`src/rtl/ppi_pkg.sv`:
```
package ppi_pkg;

    localparam int PORT_W   = 8;
    localparam int NIB_W    = PORT_W / 2;
    localparam int SEL_W    = 2;
    localparam int BIT_IDX_W = $clog2(PORT_W);
    localparam logic [PORT_W-1:0] CFG_RESET = 8'h9B;

    typedef enum logic [SEL_W-1:0] {
        SEL_PA   = 2'd0,
        SEL_PB   = 2'd1,
        SEL_PC   = 2'd2,
        SEL_CTRL = 2'd3
    } ppi_sel_e;

    // configuration word layout, MSB first
    typedef struct packed {
        logic       is_cfg;
        logic [1:0] grp_a_mode;
        logic       a_is_in;
        logic       chi_is_in;
        logic       grp_b_mode;
        logic       b_is_in;
        logic       clo_is_in;
    } cfg_word_t;

    // single-bit command layout, MSB first
    typedef struct packed {
        logic                 is_cfg;
        logic [2:0]           dont_care;
        logic [BIT_IDX_W-1:0] idx;
        logic                 val;
    } bit_cmd_t;

    typedef struct packed {
        logic                 stb;
        ppi_sel_e             sel;
        logic [PORT_W-1:0]    data;
    } host_wr_t;

    function automatic logic [PORT_W-1:0] pick_rd(
        input logic              is_in,
        input logic [PORT_W-1:0] pins,
        input logic [PORT_W-1:0] latch
    );
        return is_in ? pins : latch;
    endfunction

    function automatic logic [PORT_W-1:0] oe_mask(input logic is_in);
        return is_in ? '0 : '1;
    endfunction

endpackage

```
`src/rtl/ppi_host_if.sv`:
```
module ppi_host_if
    import ppi_pkg::*;
(
    input  logic              clk,
    input  logic              rst,
    input  logic              cs_n,
    input  logic              rd_n,
    input  logic              wr_n,
    input  logic [SEL_W-1:0]  addr,
    input  logic [PORT_W-1:0] din,
    output host_wr_t          wr,
    output logic              rd_en
);

    logic              wr_n_q;
    logic              pend_q;
    ppi_sel_e          sel_q;
    logic [PORT_W-1:0] data_q;

    always_ff @(posedge clk) begin
        if (rst) begin
            wr_n_q <= 1'b1;
            pend_q <= 1'b0;
            sel_q  <= SEL_PA;
            data_q <= '0;
        end else begin
            wr_n_q <= wr_n;
            if (!cs_n && !wr_n) begin
                pend_q <= 1'b1;
                sel_q  <= ppi_sel_e'(addr);
                data_q <= din;
            end else if (wr_n) begin
                pend_q <= 1'b0;
            end
        end
    end

    // commit on the trailing edge of the strobe
    always_comb begin
        wr.stb  = pend_q && wr_n && !wr_n_q;
        wr.sel  = sel_q;
        wr.data = data_q;
    end

    assign rd_en = !cs_n && !rd_n;

endmodule

```
`src/rtl/ppi_ctrl_reg.sv`:
```
module ppi_ctrl_reg
    import ppi_pkg::*;
(
    input  logic                 clk,
    input  logic                 rst,
    input  host_wr_t             wr,
    output cfg_word_t            cfg,
    output logic                 bit_stb,
    output logic [BIT_IDX_W-1:0] bit_idx,
    output logic                 bit_val
);

    cfg_word_t cfg_q;
    bit_cmd_t  cmd;
    logic      ctrl_hit;

    assign ctrl_hit = wr.stb && (wr.sel == SEL_CTRL);
    assign cmd      = bit_cmd_t'(wr.data);

    always_ff @(posedge clk) begin
        if (rst) begin
            cfg_q <= cfg_word_t'(CFG_RESET);
        end else if (ctrl_hit && wr.data[PORT_W-1]) begin
            cfg_q <= cfg_word_t'(wr.data);
        end
    end

    logic unused_dc;
    assign unused_dc = ^cmd.dont_care ^ cmd.is_cfg;

    assign cfg     = cfg_q;
    assign bit_stb = ctrl_hit && !wr.data[PORT_W-1];
    assign bit_idx = cmd.idx;
    assign bit_val = cmd.val;

endmodule

```
`src/rtl/ppi_out_latch.sv`:
```
module ppi_out_latch
    import ppi_pkg::*;
#(
    parameter int W      = PORT_W,
    parameter bit BIT_OP = 1'b0,
    localparam int IW    = $clog2(W)
)(
    input  logic          clk,
    input  logic          rst,
    input  logic          ld,
    input  logic [W-1:0]  ld_val,
    input  logic          bit_stb,
    input  logic [IW-1:0] bit_idx,
    input  logic          bit_val,
    output logic [W-1:0]  q
);

    logic [W-1:0] nxt;

    generate
        if (BIT_OP) begin : g_bitop
            always_comb begin
                nxt = q;
                if (ld) begin
                    nxt = ld_val;
                end else if (bit_stb) begin
                    nxt[bit_idx] = bit_val;
                end
            end
        end else begin : g_plain
            logic unused_bit;
            assign unused_bit = bit_stb ^ (^bit_idx) ^ bit_val;
            assign nxt = ld ? ld_val : q;
        end
    endgenerate

    always_ff @(posedge clk) begin
        if (rst) begin
            q <= '0;
        end else begin
            q <= nxt;
        end
    end

endmodule

```
`src/rtl/ppi_core.sv`:
```
module ppi_core
    import ppi_pkg::*;
(
    input  logic              clk,
    input  logic              rst,
    input  logic              cs_n,
    input  logic              rd_n,
    input  logic              wr_n,
    input  logic [SEL_W-1:0]  addr,
    input  logic [PORT_W-1:0] din,
    output logic [PORT_W-1:0] dout,
    output logic              dout_oe,
    input  logic [PORT_W-1:0] pa_in,
    output logic [PORT_W-1:0] pa_out,
    output logic [PORT_W-1:0] pa_oe,
    input  logic [PORT_W-1:0] pb_in,
    output logic [PORT_W-1:0] pb_out,
    output logic [PORT_W-1:0] pb_oe,
    input  logic [PORT_W-1:0] pc_in,
    output logic [PORT_W-1:0] pc_out,
    output logic [PORT_W-1:0] pc_oe
);

    host_wr_t             wr;
    logic                 rd_en;
    cfg_word_t            cfg;
    logic                 bit_stb;
    logic [BIT_IDX_W-1:0] bit_idx;
    logic                 bit_val;

    ppi_host_if u_host (
        .clk   (clk),
        .rst   (rst),
        .cs_n  (cs_n),
        .rd_n  (rd_n),
        .wr_n  (wr_n),
        .addr  (addr),
        .din   (din),
        .wr    (wr),
        .rd_en (rd_en)
    );

    ppi_ctrl_reg u_ctrl (
        .clk     (clk),
        .rst     (rst),
        .wr      (wr),
        .cfg     (cfg),
        .bit_stb (bit_stb),
        .bit_idx (bit_idx),
        .bit_val (bit_val)
    );

    localparam int NPORT = 3;
    logic [NPORT-1:0][PORT_W-1:0] latch;
    logic [NPORT-1:0]             ld;

    generate
        for (genvar p = 0; p < NPORT; p++) begin : g_port
            assign ld[p] = wr.stb && (wr.sel == ppi_sel_e'(p));
            ppi_out_latch #(
                .W      (PORT_W),
                .BIT_OP (p == int'(SEL_PC))
            ) u_latch (
                .clk     (clk),
                .rst     (rst),
                .ld      (ld[p]),
                .ld_val  (wr.data),
                .bit_stb (bit_stb),
                .bit_idx (bit_idx),
                .bit_val (bit_val),
                .q       (latch[p])
            );
        end
    endgenerate

    assign pa_out = latch[SEL_PA];
    assign pb_out = latch[SEL_PB];
    assign pc_out = latch[SEL_PC];

    assign pa_oe = oe_mask(cfg.a_is_in);
    assign pb_oe = oe_mask(cfg.b_is_in);
    assign pc_oe = {oe_mask(cfg.chi_is_in)[NIB_W-1:0], oe_mask(cfg.clo_is_in)[NIB_W-1:0]};

    logic [PORT_W-1:0] pc_rd;
    logic [PORT_W-1:0] rd_mux;

    always_comb begin
        pc_rd[PORT_W-1:NIB_W] = cfg.chi_is_in ? pc_in[PORT_W-1:NIB_W] : pc_out[PORT_W-1:NIB_W];
        pc_rd[NIB_W-1:0]      = cfg.clo_is_in ? pc_in[NIB_W-1:0]      : pc_out[NIB_W-1:0];
        unique case (ppi_sel_e'(addr))
            SEL_PA:   rd_mux = pick_rd(cfg.a_is_in, pa_in, pa_out);
            SEL_PB:   rd_mux = pick_rd(cfg.b_is_in, pb_in, pb_out);
            SEL_PC:   rd_mux = pc_rd;
            default:  rd_mux = cfg;
        endcase
    end

    assign dout    = rd_en ? rd_mux : '0;
    assign dout_oe = rd_en;

endmodule

```
`config.mk`:
```
export PLATFORM = sky130hd
export DESIGN_NAME = ppi_core
export DESIGN_NICKNAME = d
export VERILOG_FILES = /design/src/rtl/ppi_pkg.sv /design/src/rtl/ppi_host_if.sv /design/src/rtl/ppi_ctrl_reg.sv /design/src/rtl/ppi_out_latch.sv /design/src/rtl/ppi_core.sv
export SDC_FILE = /design/constraint.sdc
export NUM_CORES = 1
export LEC_CHECK = 0
export BUFFER_PORTS_ARGS = -buffer_cell sky130_fd_sc_hd__buf_2
export CAP_MARGIN = 20
export CELL_PAD_IN_SITES_DETAIL_PLACEMENT = 1
export CELL_PAD_IN_SITES_GLOBAL_PLACEMENT = 1
export CORE_UTILIZATION = 38
export CTS_CLUSTER_DIAMETER = 40
export CTS_CLUSTER_SIZE = 24
export DETAILED_ROUTE_END_ITERATION = 8
export HOLD_SLACK_MARGIN = 0.15
export PLACE_DENSITY = 0.84
export SLEW_MARGIN = 10
export SYNTH_ARGS = -nofsm -noshare
export SYNTH_HDL_FRONTEND = slang
export SYNTH_SLANG_ARGS = --single-unit
```
`constraint.sdc`:
```
create_clock -name clk -period 2.8 [get_ports clk]
set_clock_uncertainty 0.2 [all_clocks]
set_input_delay 0.14 -clock clk [delete_from_list [all_inputs] [get_ports clk]]
set_output_delay 0.14 -clock clk [all_outputs]
set_load 0.03 [all_outputs]
```
==> results.toml <==
[routing]
route.antenna.remaining_nets = 0
routedWlPerCell_um = 17.5
avgViaCountPerCell = 5.39
drc = 0
via_count = 2382
first_pass_iters = 4
finalWirelength_mm = 7.73
drt_iter0_markers = 114

[yosys]
yosys.area.top_type_share_pct = 35.0
ys_warn_count = 0
yosysSeqAreaShare_pct = 35.0
synth_edf_count = 0
synth_area_leader_cell = "dfxtp_1"
synth_flop_cell = "dfxtp_1"
ys_ff_latch = 44
synthTopCellsByArea = "dfxtp_1 (35%), mux2i_1 (14%), buf_4 (6.3%)"
avgSynthCellArea_um2 = 8.72
syn_inst = 289
syn_area_um2 = 2520
synth_cell_types = 49
syn_nets = 328
async_reset_ff_share_pct = 0

[clock_network]
htreeDepth = 2
cts-root-buf = "clkbuf_8"
hold_buffers = 14
cts_buffers = 5
clock_path_buffers = 2
post_cts_buffers = 0
clk_pin_slew_ns = 0.09
clock_latency_ns = 0.30
cts_sinks = 44
cts_tree = "yes"
cts-resized-gates = 0

[layout]
final_area_um2 = 3090
diodes = 0
drive_gt1_share_pct = 34.2
final_cell_count_no_fill = 442
num-fill-cells = 792
syn_to_final_growth_pct = 22.6
finalNetCount = 403

[floorplanning]
die-area_um2 = 6960
boundaryPins = 96
core_um2 = 6390
die_x_um = 83.4
num_rows = 29
die_h_um = 83.4
start_util_pct = 39.4

[power]
p_total_mw = 1.24
leakage_nw = 1.56
ir_drop_mv = 0.241
powerDensity_nw_per_um2 = 400

[job]
maxCapViolations = 0

[timing]
min_period_over_period_pct = 83.0
final_hold_viol_count = 0
rsz0062_at_grt = "false"
clock.fmax_mhz = 431
slew_headroom_pct = 41.9
finalSetupViolations = 0
hold_ws_ns = 0.186
min_period_ns = 2.32
maxSlewViolCount = 0
setup_tns_ns = 0
worst_pin_slew_ns = 0.868

[placement]
placed_cell_area_um2 = 2850
io_buffers = 95
place_inst = 420
routabilityCongestion = 0.852
dp_hpwl_mm = 5.65

[setup_path]
required_ns = 2.46
crit_chain = "dlygate4sd3_1 > buf_2 > inv_2 > mux4_2 > nor2_1 > buf_2"
cp_max_fo = 12
setup.worst_path.end_class = "primary output"
critPathSlowestCell = "mux4_2"
worstSetupPathType = "primary input to primary output"
cpPeakStageDelay_ns = 0.54
worstSetupStartpointType = "primary input"
worst_path_most_repeated_cell = "buf_2"
crit_arrival_ns = 1.98

[global_routing]
grt_max_degree = 40
grt_first_pass_wirelength_mm = 12.6
grt_pass1_vias = 2419
antenna_found_initial = 0
track_usage_pct = 22.9
grt_overflow = 0

[worst_hold_path]
hold_path_class = "primary input to flip-flop"

[status]
status = "completed"
-- final timing paths --
kind | end | slack [ns] | from | cells after the start
max | dout[6] | 0.48 | addr[0] | 6
min | g_port[1].u_latch.q[7] | 0.19 | rst | 2
min reg2reg | u_ctrl.cfg[7] | 0.28 | u_ctrl.cfg[7] | 1
max reg2reg | u_ctrl.cfg[1] | 0.72 | u_host.data_q[7] | 4
-- critical path: cells and delay by family --
| kind | cells | cell delay (ns) |
|---|---|---|
| multiplexers | 1 | 0.54 |
| buffers and inverters | 4 | 1.19 |
| AND/OR/NAND/NOR | 1 | 0.11 |
-- logic make-up (layout without fill, tap and decap cells) --
group	after synthesis	after routing	synth area share [%]
simple gates	86	86	17.6
compound gates	63	63	17.6
buf+inv	56	132	11.8
flops	44	44	35.0
mux	40	40	18.0
-- state kept, by name, indices dropped and copies added, names as in the netlist --
signal and count:
u_ctrl.cfg 8, u_host.wr_n_q 1, u_host.data_q 8, g_port.u_latch.q 24, u_host.pend_q 1, u_host.sel_q 2
-- report_power, final --
group	switching, mW	internal (mW)	leakage [nW]	total, mW
registers	0.0212	0.633	0.356	0.655
logic	0.0826	0.0710	1.16	0.154
clock network	0.228	0.200	0.0434	0.428
total	0.332	0.904	1.56	1.24
-- per-layer routing --
metal	GRT usage [%]	vias to the layer above	part of all wire (%)
met3	4.08	16	4.2
met2	40.3	74	51
met1	28.0	1160	43
li1	-	1132	-
met5	0	-	0
met4	8.32	0	2.4
-- Yosys cell counts (all sizes together), types with 2 or more instances --
cell,instances
nand2b,3
clkbuf,13
inv,15
or3,3
o211ai,6
nand2,32
a2111oi,4
nor2b,4
mux4,4
a211o,2
a211oi,3
nor2,30
dfxtp,44
o2bb2ai,2
buf,28
nor3,2
mux2i,34
o311ai,2
or2,4
o21ai,8
mux2,2
a21oi,27
-- layout by cell type, fill, tap and decap left out, drive strengths merged, types with 2 or more instances in the layout --
| master | n |
|---|---|
| o21ai | 8 |
| a211o | 2 |
| inv | 15 |
| mux2 | 2 |
| dfxtp | 44 |
| o311ai | 2 |
| o211ai | 6 |
| a21oi | 27 |
| a2111oi | 4 |
| buf | 95 |
| mux2i | 34 |
| or3 | 3 |
| o2bb2ai | 2 |
| a211oi | 3 |
| nand2b | 3 |
| clkbuf | 6 |
| nor2b | 4 |
| nor3 | 2 |
| clkinvlp | 2 |
| dlygate4sd3 | 14 |
| or2 | 4 |
| mux4 | 4 |
| nor2 | 30 |
| nand2 | 32 |
-- per-stage QoR --
step           utilization, %  setup WS (ns)
2_1_floorplan               -          0.910
3_3_place_gp             44.6          0.856
5_1_grt                  48.4          0.339
4_1_cts                  48.4          0.462
3_5_place_dp             44.6          0.764
6_report                 48.4          0.477
-- cell type report --
| type | count | area, um2 | share of cell area (%) |
|---|---|---|---|
| repair buffers | 109 | 616 | 19.9 |
| clock buffers | 6 | 82.6 | 2.67 |
| multi-input cells | 189 | 1340 | 43.4 |
| clock inverters | 2 | 15.0 | 0.486 |
| flip-flops and latches | 44 | 881 | 28.5 |
| well taps | 77 | 96.3 | 3.12 |
| inverters | 15 | 56.3 | 1.82 |
Note: power is estimated with default switching activity, not from simulation.
